**config.mk**
```make
export PLATFORM = sky130hd
export DESIGN_NAME = match_timer
export DESIGN_NICKNAME = d
export VERILOG_FILES = /design/src/rtl/mt_pkg.sv /design/src/rtl/mt_ctrl.sv /design/src/rtl/mt_chan.sv /design/src/rtl/match_timer.sv
export SDC_FILE = /design/constraint.sdc
export NUM_CORES = 1
export LEC_CHECK = 0
export ABC_CLOCK_PERIOD_IN_PS = 3500
export BUFFER_PORTS_ARGS = -buffer_cell sky130_fd_sc_hd__buf_2
export CORE_UTILIZATION = 28
export DETAILED_ROUTE_END_ITERATION = 8
export PLACE_DENSITY = 0.39
export REMOVE_ABC_BUFFERS = 1
export SKIP_LAST_GASP = 1
export SYNTH_ARGS = -nofsm -noshare
export SYNTH_HDL_FRONTEND = slang
export SYNTH_SLANG_ARGS = --single-unit
```
**constraint.sdc**
```tcl
create_clock -name clk -period 3.5 [get_ports clk]
set_input_delay 0.7 -clock clk [delete_from_list [all_inputs] [get_ports clk]]
set_output_delay 0.7 -clock clk [all_outputs]
set_load 0.05 [all_outputs]
```
**src/rtl/mt_pkg.sv**
```systemverilog
package mt_pkg;
  localparam int BIT_MATCH = 15;
  localparam int BIT_OVF   = 14;
  localparam int BIT_CLR   = 8;
  localparam int BIT_IE    = 7;

  typedef enum logic [1:0] {
    REQ_NONE = 2'b00,
    REQ_DMA  = 2'b01,
    REQ_IRQ  = 2'b10,
    REQ_RSVD = 2'b11
  } reqType_e;

  // strobes from the control block to one channel datapath
  typedef struct packed {
    logic wrCsr;
    logic wrCnt;
    logic wrCor;
    logic run;
    logic tickRef;
    logic tickDiv8;
    logic tickDiv32;
    logic tickDiv128;
  } chanCtl_t;
endpackage

```
**src/rtl/mt_ctrl.sv**
```systemverilog
module mt_ctrl
  import mt_pkg::*;
#(
  parameter int NUM_CH = 4,
  parameter logic [NUM_CH-1:0] CH_MASK = '1,
  parameter int CNT_W = 32,
  parameter int ADDR_W = 12
) (
  input  logic clk,
  input  logic rstN,
  input  logic refClk,
  input  logic [ADDR_W-1:0] busAddr,
  input  logic busWr,
  input  logic [CNT_W-1:0] busWdata,
  output logic [CNT_W-1:0] busRdata,
  input  logic [NUM_CH-1:0][15:0] chCsr,
  input  logic [NUM_CH-1:0][CNT_W-1:0] chCnt,
  input  logic [NUM_CH-1:0][CNT_W-1:0] chCor,
  output chanCtl_t [NUM_CH-1:0] ctl
);
  localparam int DIV_A = 8;
  localparam int DIV_B = 32;
  localparam int DIV_C = 128;
  localparam int DA_W  = $clog2(DIV_A);
  localparam int DB_W  = $clog2(DIV_B);
  localparam int PRE_W = $clog2(DIV_C);
  localparam int BLK_W = ADDR_W - 4;
  localparam int SYNC_N = 3;

  logic [SYNC_N-1:0] refSync;
  logic refTick;
  logic [PRE_W-1:0] preCnt;
  logic [NUM_CH-1:0] runReg;
  logic aligned, selRun;
  logic [BLK_W-1:0] blockIdx;
  logic [1:0] regSel;
  logic tick8, tick32, tick128;

  // two-stage synchroniser plus one stage for edge detection
  always_ff @(posedge clk or negedge rstN) begin
    if (!rstN) refSync <= '0;
    else refSync <= {refSync[SYNC_N-2:0], refClk};
  end
  assign refTick = refSync[1] & ~refSync[2];

  always_ff @(posedge clk or negedge rstN) begin
    if (!rstN) preCnt <= '0;
    else if (refTick) preCnt <= preCnt + PRE_W'(1);
  end
  assign tick8   = refTick & (&preCnt[DA_W-1:0]);
  assign tick32  = refTick & (&preCnt[DB_W-1:0]);
  assign tick128 = refTick & (&preCnt);

  assign aligned  = (busAddr[1:0] == 2'b00);
  assign blockIdx = busAddr[ADDR_W-1:4];
  assign regSel   = busAddr[3:2];
  assign selRun   = aligned && (busAddr[ADDR_W-1:2] == '0);

  always_ff @(posedge clk or negedge rstN) begin
    if (!rstN) runReg <= '0;
    else if (busWr && selRun) runReg <= busWdata[NUM_CH-1:0] & CH_MASK;
  end

  always_comb begin
    for (int i = 0; i < NUM_CH; i++) begin
      logic hit;
      hit = aligned && CH_MASK[i] && (blockIdx == BLK_W'(i + 1));
      ctl[i].wrCsr      = busWr && hit && (regSel == 2'd0);
      ctl[i].wrCnt      = busWr && hit && (regSel == 2'd1);
      ctl[i].wrCor      = busWr && hit && (regSel == 2'd2);
      ctl[i].run        = runReg[i];
      ctl[i].tickRef    = refTick;
      ctl[i].tickDiv8   = tick8;
      ctl[i].tickDiv32  = tick32;
      ctl[i].tickDiv128 = tick128;
    end
  end

  always_comb begin
    busRdata = '0;
    if (selRun) busRdata = CNT_W'(runReg);
    for (int i = 0; i < NUM_CH; i++) begin
      if (aligned && CH_MASK[i] && (blockIdx == BLK_W'(i + 1))) begin
        case (regSel)
          2'd0: busRdata = CNT_W'(chCsr[i]);
          2'd1: busRdata = chCnt[i];
          2'd2: busRdata = chCor[i];
          default: busRdata = '0;
        endcase
      end
    end
  end
endmodule

```
**src/rtl/mt_chan.sv**
```systemverilog
module mt_chan
  import mt_pkg::*;
#(
  parameter int CNT_W = 32
) (
  input  logic clk,
  input  logic rstN,
  input  chanCtl_t ctl,
  input  logic [CNT_W-1:0] wdata,
  output logic [15:0] csrOut,
  output logic [CNT_W-1:0] cntOut,
  output logic [CNT_W-1:0] corOut,
  output logic irq,
  output logic dma
);
  localparam int PEND_W = 2;
  localparam logic [PEND_W-1:0] PEND_START = PEND_W'(2);

  logic [CNT_W-1:0] cnt, cor, pendVal, cntNext;
  logic [PEND_W-1:0] pendCnt;
  logic flagMatch, flagOvf, clrMode, ieBit, dmaQ;
  reqType_e reqType;
  logic [2:0] clkSel;
  logic selTick, countEn, loadNow, atCompare, atTop, setMatch, setOvf;

  always_comb begin
    case (clkSel)
      3'd4: selTick = ctl.tickDiv8;
      3'd5: selTick = ctl.tickDiv32;
      3'd6: selTick = ctl.tickDiv128;
      3'd7: selTick = ctl.tickRef;
      default: selTick = 1'b0;
    endcase
  end

  assign countEn   = ctl.run & selTick;
  assign loadNow   = (pendCnt == PEND_W'(1)) & ctl.tickRef & ~ctl.wrCnt;
  assign atCompare = (cnt == cor);
  assign atTop     = &cnt;
  assign setMatch  = countEn & ~loadNow & atCompare;
  assign setOvf    = countEn & ~loadNow & ~clrMode & atTop;

  always_comb begin
    cntNext = cnt;
    if (loadNow) cntNext = pendVal;
    else if (countEn) cntNext = (clrMode && atCompare) ? '0 : cnt + CNT_W'(1);
  end

  always_ff @(posedge clk or negedge rstN) begin
    if (!rstN) begin
      cnt     <= '0;
      cor     <= '1;
      pendVal <= '0;
      pendCnt <= '0;
    end else begin
      cnt <= cntNext;
      if (ctl.wrCor) cor <= wdata;
      if (ctl.wrCnt) begin
        pendVal <= wdata;
        pendCnt <= PEND_START;
      end else if (ctl.tickRef && pendCnt != '0) begin
        pendCnt <= pendCnt - PEND_W'(1);
      end
    end
  end

  always_ff @(posedge clk or negedge rstN) begin
    if (!rstN) begin
      flagMatch <= 1'b0;
      flagOvf   <= 1'b0;
      clrMode   <= 1'b0;
      ieBit     <= 1'b0;
      reqType   <= REQ_NONE;
      clkSel    <= '0;
      dmaQ      <= 1'b0;
    end else begin
      flagMatch <= (ctl.wrCsr ? (flagMatch & wdata[BIT_MATCH]) : flagMatch) | setMatch;
      flagOvf   <= (ctl.wrCsr ? (flagOvf & wdata[BIT_OVF]) : flagOvf) | setOvf;
      dmaQ      <= setMatch & ~flagMatch & (reqType == REQ_DMA);
      if (ctl.wrCsr) begin
        clrMode <= wdata[BIT_CLR];
        ieBit   <= wdata[BIT_IE];
        reqType <= reqType_e'(wdata[5:4]);
        clkSel  <= wdata[2:0];
      end
    end
  end

  assign csrOut = {flagMatch, flagOvf, 5'b0, clrMode, ieBit, 1'b0, reqType, 1'b0, clkSel};
  assign cntOut = cnt;
  assign corOut = cor;
  assign irq    = flagMatch & (reqType == REQ_IRQ);
  assign dma    = dmaQ;
endmodule

```
**src/rtl/match_timer.sv**
```systemverilog
module match_timer
  import mt_pkg::*;
#(
  parameter int NUM_CH = 4,
  parameter logic [NUM_CH-1:0] CH_MASK = 4'b1011,
  parameter int CNT_W = 32,
  parameter int ADDR_W = 12
) (
  input  logic clk,
  input  logic rstN,
  input  logic refClk,
  input  logic [ADDR_W-1:0] busAddr,
  input  logic busWr,
  input  logic [CNT_W-1:0] busWdata,
  output logic [CNT_W-1:0] busRdata,
  output logic [NUM_CH-1:0] irqOut,
  output logic [NUM_CH-1:0] dmaReq
);
  chanCtl_t [NUM_CH-1:0] ctlBus;
  logic [NUM_CH-1:0][15:0] chCsr;
  logic [NUM_CH-1:0][CNT_W-1:0] chCnt;
  logic [NUM_CH-1:0][CNT_W-1:0] chCor;

  mt_ctrl #(.NUM_CH(NUM_CH), .CH_MASK(CH_MASK), .CNT_W(CNT_W), .ADDR_W(ADDR_W)) u_ctrl (
    .clk(clk), .rstN(rstN), .refClk(refClk),
    .busAddr(busAddr), .busWr(busWr), .busWdata(busWdata), .busRdata(busRdata),
    .chCsr(chCsr), .chCnt(chCnt), .chCor(chCor), .ctl(ctlBus)
  );

  for (genvar g = 0; g < NUM_CH; g++) begin : g_ch
    if (CH_MASK[g]) begin : g_present
      mt_chan #(.CNT_W(CNT_W)) u_chan (
        .clk(clk), .rstN(rstN), .ctl(ctlBus[g]), .wdata(busWdata),
        .csrOut(chCsr[g]), .cntOut(chCnt[g]), .corOut(chCor[g]),
        .irq(irqOut[g]), .dma(dmaReq[g])
      );
    end else begin : g_absent
      assign chCsr[g]  = '0;
      assign chCnt[g]  = '0;
      assign chCor[g]  = '0;
      assign irqOut[g] = 1'b0;
      assign dmaReq[g] = 1'b0;
    end
  end
endmodule

```
Yosys cells after proc, flatten, opt, wreduce, memory -nomap -nowiden:

Index checks and enable logic that the tools add are counted.
Widths: inputs -> output; s select.

* register bits: 337
* input port bits: 48
* output and inout port bits: 40
* logic and storage cells: 203

* $add $sub $neg: 7
* equality and inequality tests: 29
* multiplexer cells: 31
* bitwise gates (word level): 59
* reductions and logical operators: 41

Operators by type and width (count)
* $mux 32: 12
* $pmux 32 s3: 3
* $add 32x1->32 const B: 3
* $eq 32x32->1: 3
* $reduce_and 32->1: 3
* $and 1x1->1: 40
* $eq 3x3->1 const B: 12
* $logic_and 1x1->1: 23
* $reduce_bool 2->1: 9
* $eq 2x1->1 const B: 7
* $not 1->1: 13
* $mux 2: 6
* $pmux 1 s4: 3
* $logic_not 10->1: 1
* $eq 2x2->1 const B: 4
* $eq 8x1->1 const B: 1
* $eq 8x2->1 const B: 1
* $eq 8x3->1 const B: 1
* $add 7x1->7 const B: 1
* $reduce_and 7->1: 1
* $mux 1: 6
* $or 1x1->1: 6
* $sub 2x1->2 const B: 3
* $reduce_and 5->1: 1
* other kinds (3): 4

Depth between registers and ports, before layout:

* depth in word-level cells: 11
* depth in mapped cells: 11
* depth with buffers taken out: 9

By module:

A second synthesis with hierarchy kept.

* cells, all modules: 2012
* area, all modules: 20395.8 µm²

By module, submodules not included
* mt_chan: instances 3, cells each 540, area each 5776.8 µm², sequential area each 2742.6 µm²
* mt_ctrl: instances 1, cells each 389, area each 3046.7 µm², sequential area each 325.3 µm²
* match_timer: instances 1, cells each 3, area each 18.8 µm², sequential area each 0.0 µm²

Worst setup path after synthesis:

Ideal clock, no wire load.

* kind: input to output
* start: in busAddr[9]
* end: out busRdata[30]
* arrival time: 3.174 ns
* data required time: 2.800 ns
* path slack: -0.374 ns
* stages on the path: 7
* path buffers: 3
* cell sequence: or4_1 > buf_2 > nor3_1 > clkbuf_1 > buf_1 > a222oi_1 > o22ai_1

* longest elaborated chain between the ends: 5
* elaborated cells between the ends (all ways): 9
* classes of those cells: 3 x eq/ne; 3 x mux; 3 x reduce/logical

RTL lines
* start: declaration: line match_timer.sv:12 `input logic [ADDR_W-1:0] busAddr,`
* $eq 8x1->1: line mt_ctrl.sv:83 `if (aligned && CH_MASK[i] && (blockIdx == BLK_W'(i + 1))) begin`
* $logic_and 1x1->1: line mt_ctrl.sv:83
* $mux 32 (2 in series): line mt_ctrl.sv:83
* $mux 32 (*): line mt_ctrl.sv:83
* end: declaration: line match_timer.sv:15 `output logic [CNT_W-1:0] busRdata,`

Mark *: on every way between the ends. The rest lies on a longest branch, timed or not.

Final worst setup path:

* start: in busAddr[9]
* end: out busRdata[7]

The elaborated chain is that of the path after synthesis.

==> reports/results.tsv <==
stage	metric	value	unit
finish	stdcell_count	2816	
floorplan	die_y	258	microns
clock_network	worst_skew_pair.late_latency	580	ps
worst_setup_path	cp_max_fo	5	
pwr	ir_drop	0.000283	V
sta	holdWs	154	ps
clock_network	cts_hold_buf	0	
floorplan	dieWidth	258	microns
clock_network	cts_buffer_depth	3	
finish	utilization	0.345	
logic_synthesis	ys.flop_type	dfrtp_1	
floorplan	num_io_pins	88	
sta	finalCritPeriodShare	0.964	
route	drtAntennaViolNets	0	
sta	clock_skew	18.3	ps
pwr	p_total	12.2	mW
placed_design	place_ws	-38.3	ps
sta	fin_tns_setup	0	ps
worst_setup_path	crit_chain	buf_2 > or4_4 > buf_4 > nor2_1 > nand2_1 > buf_4 > o21ai_0 > buf_4	
finish	drive_gt1_frac	0.321	
logic_synthesis	async_reset_ff_frac	1.00	
floorplan	core_area	0.0647	sq mm
clock_network	numCtsBuffers	43	
finish	multi_input_area	0.00924	sq mm
global_route	antenna_found_initial	1	
finish	syn_to_final_growth	21.4	%
global_route	gr-total-overflow	0	
worst_setup_path	end_kind	output pin	
global_route	gr-usage-all-layers	0.215	
pwr	p_leak	9.36	nW
worst_setup_path	path_delay_family	simple AND/OR/NAND/NOR gates	
sta	drv_slew	0	
logic_synthesis	ys_types	63	
sta	tightest_slew	848	ps
logic_synthesis	syn-cell-area	0.0184	sq mm
sta	period_needed	3380	ps
sta	timing.final.ws_setup	124	ps
sta	setup_viol	0	
logic_synthesis	yosys_warnings	0	
clock_network	cts_tree	yes	
route	drtIter0Drc	1240	
global_route	grt_max_degree	84	
clock_network	root_buffer	clkbuf_16	
worst_setup_path	crit_buf_inv	4	
sta	hold_violations	0	
route	avgRoutedWirePerCell	25.3	microns
route	route.vias.total	15060	
sta	rsz0062_at_grt	false	
worst_setup_path	critPathSlowestCell	or4_4	
placed_design	place_area	0.0209	sq mm
clock_network	cts_htree_levels	2	
floorplan	rows	93	
placed_design	dp_hpwl	53200	microns
route	post-route-drc-count	0	
worst_setup_path	critPathLaunchType	input port	
flow_run	cap_viol_max_count	0	
floorplan	start_util	0.284	
worst_setup_path	cp_common_cell	buf_4	
route	drt-pass1-iter-count	5	
finish	fill_cells	6627	
finish	final_nets	1986	
min_path	hold_class	in2async	
route	wirelength	71300	microns
logic_synthesis	ys_seq_elements	337	
logic_synthesis	synth_edf_count	0	
worst_setup_path	crit_arrival	2680	ps
finish	regArea	0.00855	sq mm
logic_synthesis	ys_seq_area_frac	0.465	
logic_synthesis	synthCells	1801	
logic_synthesis	avgSynthCellArea	10.2	sq um
worst_setup_path	slowest_delay	580	ps
finish	final_area	0.0223	sq mm
global_route	grt_pass1_vias	14916	
sta	fmax	0.296	GHz
placed_design	dpl.cell_count	2736	
status	outcome	finished, final reports clean	
route	vias_per_cell	5.35	
sta	slew_headroom	0.435	
global_route	grt_pass1_wl	106000	microns
clock_network	path_clk_slew	50	ps
worst_setup_path	crit_type	in2out	
placed_design	gp_congestion	0.871	
floorplan	dieArea	0.0667	sq mm
pwr	power_density	548	mW/mm^2
worst_setup_path	required	2800	ps
placed_design	io_buffers	85	
clock_network	clock_sinks	337	
## final timing paths
| kind | start | endpoint | slack [ps] | cells past startpoint |
|---|---|---|---|---|
| worst min register to register | u_ctrl.refSync[0] | u_ctrl.refSync[1] | 350 | 0 |
| max in group asynchronous | rstN | g_ch[1].g_present.u_chan.corOut[22] | 2260 | 2 |
| worst max register to register | u_ctrl.preCnt[0] | g_ch[1].g_present.u_chan.cntOut[28] | 550 | 8 |
| min in group clk | refClk | u_ctrl.refSync[0] | 230 | 1 |
| worst max-delay path | busAddr[9] | busRdata[7] | 120 | 8 |
| worst min-delay path | rstN | u_ctrl.refSync[0] | 150 | 1 |
## timing repair
item,4_1_cts,5_1_grt
cloned,0,0
buffers inserted,0,0
endpoints found under the setup margin,8,18
gates resized for setup,8,4
## cells by family (layout without fill, tap and decap cells)
kind of cell	after synthesis	after routing	share of synthesized area
xor gates and xnor gates	103	103	0.0491
and+or+nand+nor	525	525	0.144
adders and majority gates	12	12	0.00817
AOI/OAI and AO/OA	413	413	0.149
DFF	337	337	0.465
buffers and inverters	167	324	0.0363
other	1	4	0.000204
muxes	243	243	0.147
## final cells by class
cell class,instances,share of cell area
Clock buffer,75,0.0619
Sequential cell,337,0.383
Antenna cell,2,0.000224
Inverter,19,0.00320
Multi-Input combinational cell,1298,0.414
Tap cell,855,0.0480
Clock inverter,3,0.000841
Timing Repair Buffer,227,0.0883
## cells in the final DEF (no fill, tap or decap), types with 58 or more instances in the layout
master,count
dfrtp_1,241
nor2_1,129
buf_2,62
dfstp_2,96
xnor2_1,103
a21oi_1,79
nand2_1,137
mux2_2,216
buf_4,130
o21ai_0,85
nand3_1,58
## per-layer routing
metal	share of wire	global-route usage	wire [microns]	up-vias
met4	0.017	0.0445	1230	0
li1	-	-	-	6883
met5	0	0	0	-
met2	0.46	0.344	33000	373
met1	0.48	0.313	34100	7736
met3	0.042	0.0231	2970	68
## power breakdown
| part | internal [mW] | switching, mW |
|---|---|---|
| logic | 1.09 | 1.60 |
| clock network | 2.66 | 1.81 |
| registers | 4.35 | 0.714 |
| total | 8.10 | 4.12 |
## flip-flops by register name, indices dropped and copies added, names as in the netlist
name / count
g_ch.g_present.u_chan.cntOut: 96
g_ch.g_present.u_chan.ieBit: 3
g_ch.g_present.u_chan.reqType: 6
u_ctrl.refSync: 3
g_ch.g_present.u_chan.pendVal: 96
u_ctrl.runReg: 3
g_ch.g_present.u_chan.pendCnt: 6
g_ch.g_present.u_chan.clrMode: 3
g_ch.g_present.u_chan.flagOvf: 3
g_ch.g_present.u_chan.dma: 3
g_ch.g_present.u_chan.flagMatch: 3
u_ctrl.preCnt: 7
g_ch.g_present.u_chan.clkSel: 9
g_ch.g_present.u_chan.corOut: 96
## cells in the mapped netlist (9+ instances only)
| cell | n | area [sq um] |
|---|---|---|
| dfrtp_1 | 241 | 6030 |
| mux2_2 | 216 | 2430 |
| nand2_1 | 137 | 514 |
| nor2_1 | 129 | 484 |
| clkbuf_1 | 108 | 405 |
| xnor2_1 | 103 | 902 |
| dfstp_2 | 96 | 2520 |
| o21ai_0 | 86 | 430 |
| a21oi_1 | 79 | 395 |
| nand3_1 | 65 | 325 |
| a22oi_1 | 57 | 428 |
| nand4_1 | 48 | 300 |
| a31oi_1 | 39 | 244 |
| mux2i_1 | 27 | 270 |
| buf_1 | 24 | 90.1 |
| o22ai_1 | 24 | 150 |
| nor3_1 | 23 | 115 |
| a222oi_1 | 22 | 220 |
| inv_1 | 19 | 71.3 |
| and3_1 | 18 | 113 |
| a21o_1 | 15 | 113 |
| or3_1 | 15 | 93.8 |
| o21a_1 | 14 | 105 |
| and2_1 | 12 | 75.1 |
| ha_1 | 12 | 150 |
| nor2b_1 | 12 | 75.1 |
| nor4_1 | 12 | 75.1 |
| a21boi_0 | 9 | 67.6 |
| o31ai_1 | 9 | 67.6 |
| or4_1 | 9 | 67.6 |
No activity file was read; power rests on OpenSTA's default activity.
